### src/rtl/intr_vector_pkg.sv
package intr_vector_pkg;
  localparam int REG_AW = 6;
  localparam logic [REG_AW-1:0] REG_SRC_EN   = 6'h00;
  localparam logic [REG_AW-1:0] REG_FAST_SEL = 6'h01;
  localparam logic [REG_AW-1:0] REG_RAW      = 6'h02;
  localparam logic [REG_AW-1:0] REG_FAST_ST  = 6'h03;
  localparam logic [REG_AW-1:0] REG_NORM_ST  = 6'h04;
  localparam logic [REG_AW-1:0] REG_VEC_ADDR = 6'h05;
  localparam logic [REG_AW-1:0] REG_DEF_ADDR = 6'h06;
  localparam logic [1:0]        GRP_SLOTCTL  = 2'b01;
  localparam logic [1:0]        GRP_SLOTADR  = 2'b10;
  localparam int SLOT_EN_BIT = 7;
endpackage

### src/rtl/intr_cfg_regs.sv
module intr_cfg_regs
  import intr_vector_pkg::*;
#(
  parameter int NUM_SRC  = 32,
  parameter int NUM_SLOT = 16,
  parameter int DW       = 32,
  localparam int SRC_FW  = $clog2(NUM_SRC) + 1
) (
  input  logic              clk,
  input  logic              rst,
  input  logic              we,
  input  logic [REG_AW-1:0] addr,
  input  logic [DW-1:0]     wdata,
  output logic [NUM_SRC-1:0] src_en,
  output logic [NUM_SRC-1:0] fast_sel,
  output logic [DW-1:0]     def_addr,
  output logic [NUM_SLOT-1:0] slot_on,
  output logic [SRC_FW-1:0] slot_src [NUM_SLOT],
  output logic [DW-1:0]     slot_addr [NUM_SLOT]
);
  localparam int SIW = $clog2(NUM_SLOT);

  logic [1:0]     grp;
  logic [SIW-1:0] sidx;
  assign grp  = addr[REG_AW-1:REG_AW-2];
  assign sidx = addr[SIW-1:0];

  always_ff @(posedge clk) begin
    if (rst) begin
      src_en   <= '0;
      fast_sel <= '0;
      def_addr <= '0;
      slot_on  <= '0;
      for (int k = 0; k < NUM_SLOT; k++) begin
        slot_src[k]  <= '0;
        slot_addr[k] <= '0;
      end
    end else if (we) begin
      if (addr == REG_SRC_EN)   src_en   <= wdata[NUM_SRC-1:0];
      if (addr == REG_FAST_SEL) fast_sel <= wdata[NUM_SRC-1:0];
      if (addr == REG_DEF_ADDR) def_addr <= wdata;
      if (grp == GRP_SLOTCTL) begin
        slot_on[sidx]  <= wdata[SLOT_EN_BIT];
        slot_src[sidx] <= wdata[SRC_FW-1:0];
      end
      if (grp == GRP_SLOTADR) slot_addr[sidx] <= wdata;
    end
  end

  assert_reset_clear_R11: assert property (@(posedge clk)
    rst |=> (src_en == '0 && fast_sel == '0 && slot_on == '0 && def_addr == '0));

  assert_cfg_write_R10: assert property (@(posedge clk) disable iff (rst)
    (we && addr == REG_SRC_EN) |=> (src_en == $past(wdata[NUM_SRC-1:0])));
endmodule

### src/rtl/intr_slot_arb.sv
module intr_slot_arb #(
  parameter int NUM_SRC  = 32,
  parameter int NUM_SLOT = 16,
  parameter int DW       = 32,
  localparam int SRC_FW  = $clog2(NUM_SRC) + 1,
  localparam int SIW     = $clog2(NUM_SLOT)
) (
  input  logic                clk,
  input  logic                rst,
  input  logic [NUM_SRC-1:0]  norm_pend,
  input  logic [NUM_SLOT-1:0] slot_on,
  input  logic [SRC_FW-1:0]   slot_src [NUM_SLOT],
  input  logic [DW-1:0]       slot_addr [NUM_SLOT],
  input  logic [DW-1:0]       def_addr,
  output logic [DW-1:0]       vec_addr,
  output logic                any_vec
);
  localparam logic [SRC_FW-1:0] SRC_LIMIT = SRC_FW'(NUM_SRC);

  logic [NUM_SLOT-1:0] active;
  logic [NUM_SLOT-1:0] win_1h;
  logic [SIW-1:0]      win_idx;

  for (genvar k = 0; k < NUM_SLOT; k++) begin : g_slot
    logic idx_ok;
    assign idx_ok    = slot_src[k] < SRC_LIMIT;
    assign active[k] = slot_on[k] && idx_ok &&
                       norm_pend[slot_src[k][SRC_FW-2:0]];
  end

  always_comb begin
    win_idx = '0;
    any_vec = 1'b0;
    for (int k = NUM_SLOT - 1; k >= 0; k--) begin
      if (active[k]) begin
        win_idx = SIW'(k);
        any_vec = 1'b1;
      end
    end
  end

  assign win_1h   = any_vec ? (NUM_SLOT'(1) << win_idx) : '0;
  assign vec_addr = any_vec ? slot_addr[win_idx] : def_addr;

  assert_win_onehot_R4: assert property (@(posedge clk) disable iff (rst)
    $onehot0(win_1h));

  assert_win_lowest_R4: assert property (@(posedge clk) disable iff (rst)
    ((win_1h - NUM_SLOT'(1)) & active & {NUM_SLOT{any_vec}}) == '0);

  assert_win_is_active_R9: assert property (@(posedge clk) disable iff (rst)
    (win_1h & ~active) == '0);

  assert_default_addr_R6: assert property (@(posedge clk) disable iff (rst)
    (active == '0) |-> (vec_addr == def_addr));
endmodule

### src/rtl/intr_vector_ctrl.sv
module intr_vector_ctrl
  import intr_vector_pkg::*;
#(
  parameter int NUM_SRC  = 32,
  parameter int NUM_SLOT = 16,
  parameter int DW       = 32
) (
  input  logic               clk,
  input  logic               rst,
  input  logic [NUM_SRC-1:0] irq_src_i,
  input  logic               bus_we_i,
  input  logic [REG_AW-1:0]  bus_addr_i,
  input  logic [DW-1:0]      bus_wdata_i,
  output logic [DW-1:0]      bus_rdata_o,
  output logic               fiq_o,
  output logic               irq_o
);
  localparam int SRC_FW = $clog2(NUM_SRC) + 1;
  localparam int SIW    = $clog2(NUM_SLOT);

  logic [NUM_SRC-1:0]  src_en, fast_sel, fast_pend, norm_pend;
  logic [DW-1:0]       def_addr, vec_addr;
  logic [NUM_SLOT-1:0] slot_on;
  logic [SRC_FW-1:0]   slot_src [NUM_SLOT];
  logic [DW-1:0]       slot_addr [NUM_SLOT];
  logic                any_vec;

  intr_cfg_regs #(.NUM_SRC(NUM_SRC), .NUM_SLOT(NUM_SLOT), .DW(DW)) u_regs (
    .clk(clk), .rst(rst), .we(bus_we_i), .addr(bus_addr_i), .wdata(bus_wdata_i),
    .src_en(src_en), .fast_sel(fast_sel), .def_addr(def_addr),
    .slot_on(slot_on), .slot_src(slot_src), .slot_addr(slot_addr)
  );

  assign fast_pend = irq_src_i & src_en & fast_sel;
  assign norm_pend = irq_src_i & src_en & ~fast_sel;
  assign fiq_o     = |fast_pend;
  assign irq_o     = |norm_pend;

  intr_slot_arb #(.NUM_SRC(NUM_SRC), .NUM_SLOT(NUM_SLOT), .DW(DW)) u_arb (
    .clk(clk), .rst(rst), .norm_pend(norm_pend), .slot_on(slot_on),
    .slot_src(slot_src), .slot_addr(slot_addr), .def_addr(def_addr),
    .vec_addr(vec_addr), .any_vec(any_vec)
  );

  logic [SIW-1:0] sidx;
  assign sidx = bus_addr_i[SIW-1:0];

  always_comb begin
    bus_rdata_o = '0;
    unique case (bus_addr_i[REG_AW-1:REG_AW-2])
      GRP_SLOTCTL: begin
        bus_rdata_o[SLOT_EN_BIT]  = slot_on[sidx];
        bus_rdata_o[SRC_FW-1:0]   = slot_src[sidx];
      end
      GRP_SLOTADR: bus_rdata_o = slot_addr[sidx];
      default: begin
        case (bus_addr_i)
          REG_SRC_EN:   bus_rdata_o[NUM_SRC-1:0] = src_en;
          REG_FAST_SEL: bus_rdata_o[NUM_SRC-1:0] = fast_sel;
          REG_RAW:      bus_rdata_o[NUM_SRC-1:0] = irq_src_i;
          REG_FAST_ST:  bus_rdata_o[NUM_SRC-1:0] = fast_pend;
          REG_NORM_ST:  bus_rdata_o[NUM_SRC-1:0] = norm_pend;
          REG_VEC_ADDR: bus_rdata_o = vec_addr;
          REG_DEF_ADDR: bus_rdata_o = def_addr;
          default:      bus_rdata_o = '0;
        endcase
      end
    endcase
  end

  assert_fiq_needs_src_R1: assert property (@(posedge clk) disable iff (rst)
    fiq_o |-> ((irq_src_i & src_en & fast_sel) != '0));

  assert_irq_needs_src_R5: assert property (@(posedge clk) disable iff (rst)
    irq_o |-> ((irq_src_i & src_en) != '0));

  assert_vec_implies_irq_R9: assert property (@(posedge clk) disable iff (rst)
    any_vec |-> irq_o);

  assert_disabled_silent_R8: assert property (@(posedge clk) disable iff (rst)
    (src_en == '0) |-> (!fiq_o && !irq_o));
endmodule

### config.mk
export PLATFORM = sky130hd
export DESIGN_NAME = intr_vector_ctrl
export DESIGN_NICKNAME = d
export VERILOG_FILES = /design/src/rtl/intr_vector_pkg.sv /design/src/rtl/intr_cfg_regs.sv /design/src/rtl/intr_slot_arb.sv /design/src/rtl/intr_vector_ctrl.sv
export SDC_FILE = /design/constraint.sdc
export NUM_CORES = 2
export LEC_CHECK = 0
export BUFFER_PORTS_ARGS = -buffer_cell sky130_fd_sc_hd__buf_2
export CAP_MARGIN = 15
export CORE_MARGIN = 5
export CORE_UTILIZATION = 46
export CTS_CLUSTER_DIAMETER = 50
export DETAILED_ROUTE_END_ITERATION = 7
export SLEW_MARGIN = 25
export SYNTH_ARGS = -nofsm -noshare
export SYNTH_HDL_FRONTEND = slang
export SYNTH_SLANG_ARGS = --single-unit
### constraint.sdc
create_clock -name clk -period 4.1 [get_ports clk]
set_input_delay 0.41 -clock clk [delete_from_list [all_inputs] [get_ports clk]]
set_output_delay 0.41 -clock clk [all_outputs]
set_load 0.01 [all_outputs]
==> impl_metrics.json <==
{
  "p_per_area_mw_per_mm2": 315,
  "async_reset_ff_frac": 0,
  "r2r_end": "u_regs.slot_src[73]",
  "overflow": 0,
  "nNetsFinal": 5565,
  "r2r_slack_ns": 2.98,
  "drv_slew": 0,
  "die_area_sq_mm": 0.0991,
  "cts_buffers": 101,
  "arrival_ns": 5.20,
  "worstPathCellList": "nand3b_1 -> buf_4 -> mux2i_1 -> mux4_2 -> mux4_2 -> and3b_4 -> or2_0 -> a22o_4 -> o21bai_4 -> buf_12 -> buf_6 -> or3_4 -> buf_8 -> o221ai_4 -> a2111oi_4 -> or4_4 -> buf_6",
  "synth_area_per_cell_sq_um": 8.39,
  "status": "finished, violations left",
  "synth_xor_area_frac": 0,
  "synth-compound-area-share": 0.160,
  "yosys.area.top_type_share": 0.337,
  "failed_checks": "negative setup slack",
  "synth.top_cells.by_area": "dfxtp_1, mux4_2, nand2_1, mux2i_1, a21oi_1",
  "cts_buffer_depth": 3,
  "hold_path_class": "in2reg",
  "avgRoutedWirePerCell_um": 29.2,
  "r2r_cells": 3,
  "cts_tree": "done",
  "finClkSkew_ns": 0,
  "wl_mm": 199,
  "grt_pass1_vias": 41400,
  "synthAdderAreaFrac": 0.000878,
  "synth.area.mux_share": 0.251,
  "fill_cells": 8190,
  "post-route-period-util": 1.37,
  "drt-pass1-iter-count": 8,
  "syn_to_final_growth_pct": 26.5,
  "synth_edf_count": 0,
  "critPathRequiredTime_ns": 3.69,
  "endpoint": "bus_rdata_o[23]",
  "setup_viol": 32,
  "row_count": 111,
  "syn_area_sq_mm": 0.0427,
  "cp_max_fo": 4,
  "finalHoldViolations": 0,
  "dieHeight_um": 315,
  "rsz0062_at_grt": "yes",
  "synth-simple-area-share": 0.198,
  "port_buffers": 106,
  "synth_cell_types": 90,
  "slew_headroom": 0.231,
  "yosysSeqAreaShare": 0.337,
  "startpoint_type": "flip-flop",
  "setup_ws_ns": -1.51,
  "vias": 44100,
  "critPathMaxStageDelay_ns": 0.62,
  "grt_antenna_before_repair": 6,
  "crit_slowest_cell": "or4_4",
  "reg2reg_from": "u_regs.slot_src[73]",
  "gp_congestion": 1.03,
  "finalWorstPathRequiredPeriod_ns": 5.61,
  "dpl.hpwl_mm": 132,
  "clock-sinks": 720,
  "yosys.area.top_type": "dfxtp_1",
  "die_x_um": 315,
  "maxCapViolCount": 0,
  "cts.htree.levels": 3,
  "leakagePower_nw": 18.5,
  "yosysWarnings": 0,
  "tightest_slew_ns": 1.15,
  "finalSetupTns_ns": -44.22,
  "mostFrequentLayoutCell": "nand2_1",
  "synth_top_family_by_area": "multiplexers",
  "insertion_delay_ns": 0.69,
  "ios": 107,
  "final_cell_mix": "nand2_1, a21oi_1, dfxtp_1",
  "criticalPathCategory": "reg2out",
  "grt_pass1_wl_mm": 286,
  "drc": 0,
  "root_buffer": "clkbuf_16",
  "drive_gt1_frac": 0.267,
  "drt_iter0_drc": 6204,
  "max_freq_ghz": 0.178,
  "cp-end-kind": "output pin",
  "clk_pin_slew_ns": 0.06,
  "crit_path_start": "u_regs.src_en[19]",
  "ant_nets": 0,
  "vdd_drop_max_mv": 0.302,
  "initial_core_util": 0.465,
  "cts_hold_buf": 0,
  "grt_max_degree": 122,
  "coreArea_sq_mm": 0.0919,
  "grtUsageTotal": 0.387,
  "ys.flop_type": "dfxtp_1",
  "preCtsSetupSlack_ns": -1.32,
  "viasPerCell": 6.46,
  "postSynthCellCount": 5093,
  "mappedNetlistNets": 5169,
  "ys_ff_latch": 720
}
cells in the mapped netlist, types with 6 or more instances:
| cell type | instances |
|---|---|
| nand2_1 | 1467 |
| a21oi_1 | 725 |
| dfxtp_1 | 720 |
| mux2i_1 | 421 |
| clkbuf_1 | 394 |
| mux4_2 | 284 |
| nor2_1 | 172 |
| nand3_1 | 90 |
| o21ai_0 | 89 |
| buf_1 | 55 |
| o2111ai_1 | 34 |
| and3b_1 | 31 |
| nand2b_1 | 31 |
| a22oi_1 | 29 |
| nand3b_1 | 28 |
| buf_2 | 27 |
| buf_4 | 26 |
| o211ai_1 | 24 |
| a221o_1 | 23 |
| nor3b_1 | 23 |
| a211oi_1 | 21 |
| nand4_1 | 20 |
| inv_1 | 19 |
| a32oi_1 | 18 |
| and2_1 | 18 |
| nor3_1 | 18 |
| a31o_2 | 17 |
| nor2b_1 | 17 |
| and3_1 | 16 |
| o221ai_1 | 15 |
| a221oi_1 | 13 |
| a222oi_1 | 13 |
| a31oi_1 | 12 |
| a2111oi_0 | 11 |
| buf_6 | 11 |
| a41oi_1 | 10 |
| a22o_1 | 9 |
| mux2_2 | 9 |
| o22ai_1 | 9 |
| nand3b_2 | 6 |
| nor4_1 | 6 |
| o41ai_1 | 6 |
| or4_1 | 6 |
state kept, by name (all words and copies together), names as in the netlist:
signal            flops
u_regs.slot_addr    512
u_regs.fast_sel      32
u_regs.slot_on       16
u_regs.slot_src      96
u_regs.src_en        32
u_regs.def_addr      32
layer usage:
metal / share of wire / vias to the layer above / GRT usage / routed length [um]
met3: 0.11 / 771 / 0.0868 / 22100
met4: 0.079 / 4 / 0.240 / 15600
met5: 0.00012 / - / 0 / 24
met2: 0.44 / 3020 / 0.598 / 87400
met1: 0.37 / 21300 / 0.493 / 74000
li1: - / 19000 / - / -
where the power goes:
| group | switching, W | internal (W) | leakage, nW | total, W |
|---|---|---|---|---|
| clock | 0.00372 | 0.00531 | 1.68 | 0.00903 |
| sequential | 0.0000285 | 0.00703 | 5.81 | 0.00705 |
| combinational | 0.000671 | 0.000270 | 11.0 | 0.000941 |
area by class of cell:
cell class / instances / area, sq um / share of cell area
multi-input combinational: 3830 / 27000 / 0.499
inverter: 24 / 91.3 / 0.00169
tap: 1243 / 1560 / 0.0288
clock inverter: 59 / 672 / 0.0124
antenna: 2 / 5.00 / 0.0000926
sequential: 720 / 14400 / 0.267
clock buffer: 129 / 2770 / 0.0513
timing repair buffer: 812 / 7530 / 0.139
worst max-delay path, delay by kind of cell (launching register included):
kind | cells | cell delay, ns
compound gates | 4 | 0.73
flops | 1 | 0.33
mux | 3 | 1.09
buf+inv | 5 | 0.73
simple gates | 5 | 1.61
logic make-up (layout without fill, tap and decap cells):
logic type                 count (synthesis)  after routing
AOI/OAI and AO/OA                       1132           1132
adders and majority gates                  3              3
buffers and inverters                    543           1024
DFF                                      720            720
muxes                                    714            714
other                                      0              2
and+or+nand+nor                         1981           1981
worst min-delay path by stage:
stage | to | cells after the start | start | slack [ns]
after floorplan | u_regs.slot_src[77] | 2 | u_regs.slot_src[77] | 0.44
after detailed placement | u_regs.slot_addr[290] | 2 | u_regs.slot_addr[290] | 0.46
after global placement | u_regs.slot_addr[176] | 2 | u_regs.slot_addr[176] | 0.45
final | u_regs.slot_addr[274] | 3 | bus_wdata_i[18] | 0.15
after global routing | u_regs.slot_addr[428] | 3 | bus_wdata_i[12] | 0.15
after CTS | u_regs.slot_addr[306] | 3 | bus_wdata_i[18] | 0.12
what timing repair did:
item | in CTS | in global routing
pin swaps | 45 | 58
setup endpoints to repair | 32 | 32
gates resized for setup | 164 | 132
cloned | 10 | 0
endpoints found under the hold margin | 0 | 0
buffers inserted | 51 | 39
through the flow:
| step | cell area (sq um) | hold WS (ns) | std cells | util | power, W |
|---|---|---|---|---|---|
| floorplan | 42800 | 0.441 | 5093 | - | 0.00770 |
| global placement | 48500 | 0.451 | 6536 | 0.527 | 0.00811 |
| detailed placement | 48500 | 0.458 | 6536 | 0.527 | 0.00811 |
| CTS | 53400 | 0.120 | 6785 | 0.580 | 0.0170 |
| global route | 54100 | 0.145 | 6817 | 0.588 | 0.0174 |
| finish | 54100 | 0.152 | 6819 | 0.588 | 0.0170 |
Power figures use the tool's default switching activity.
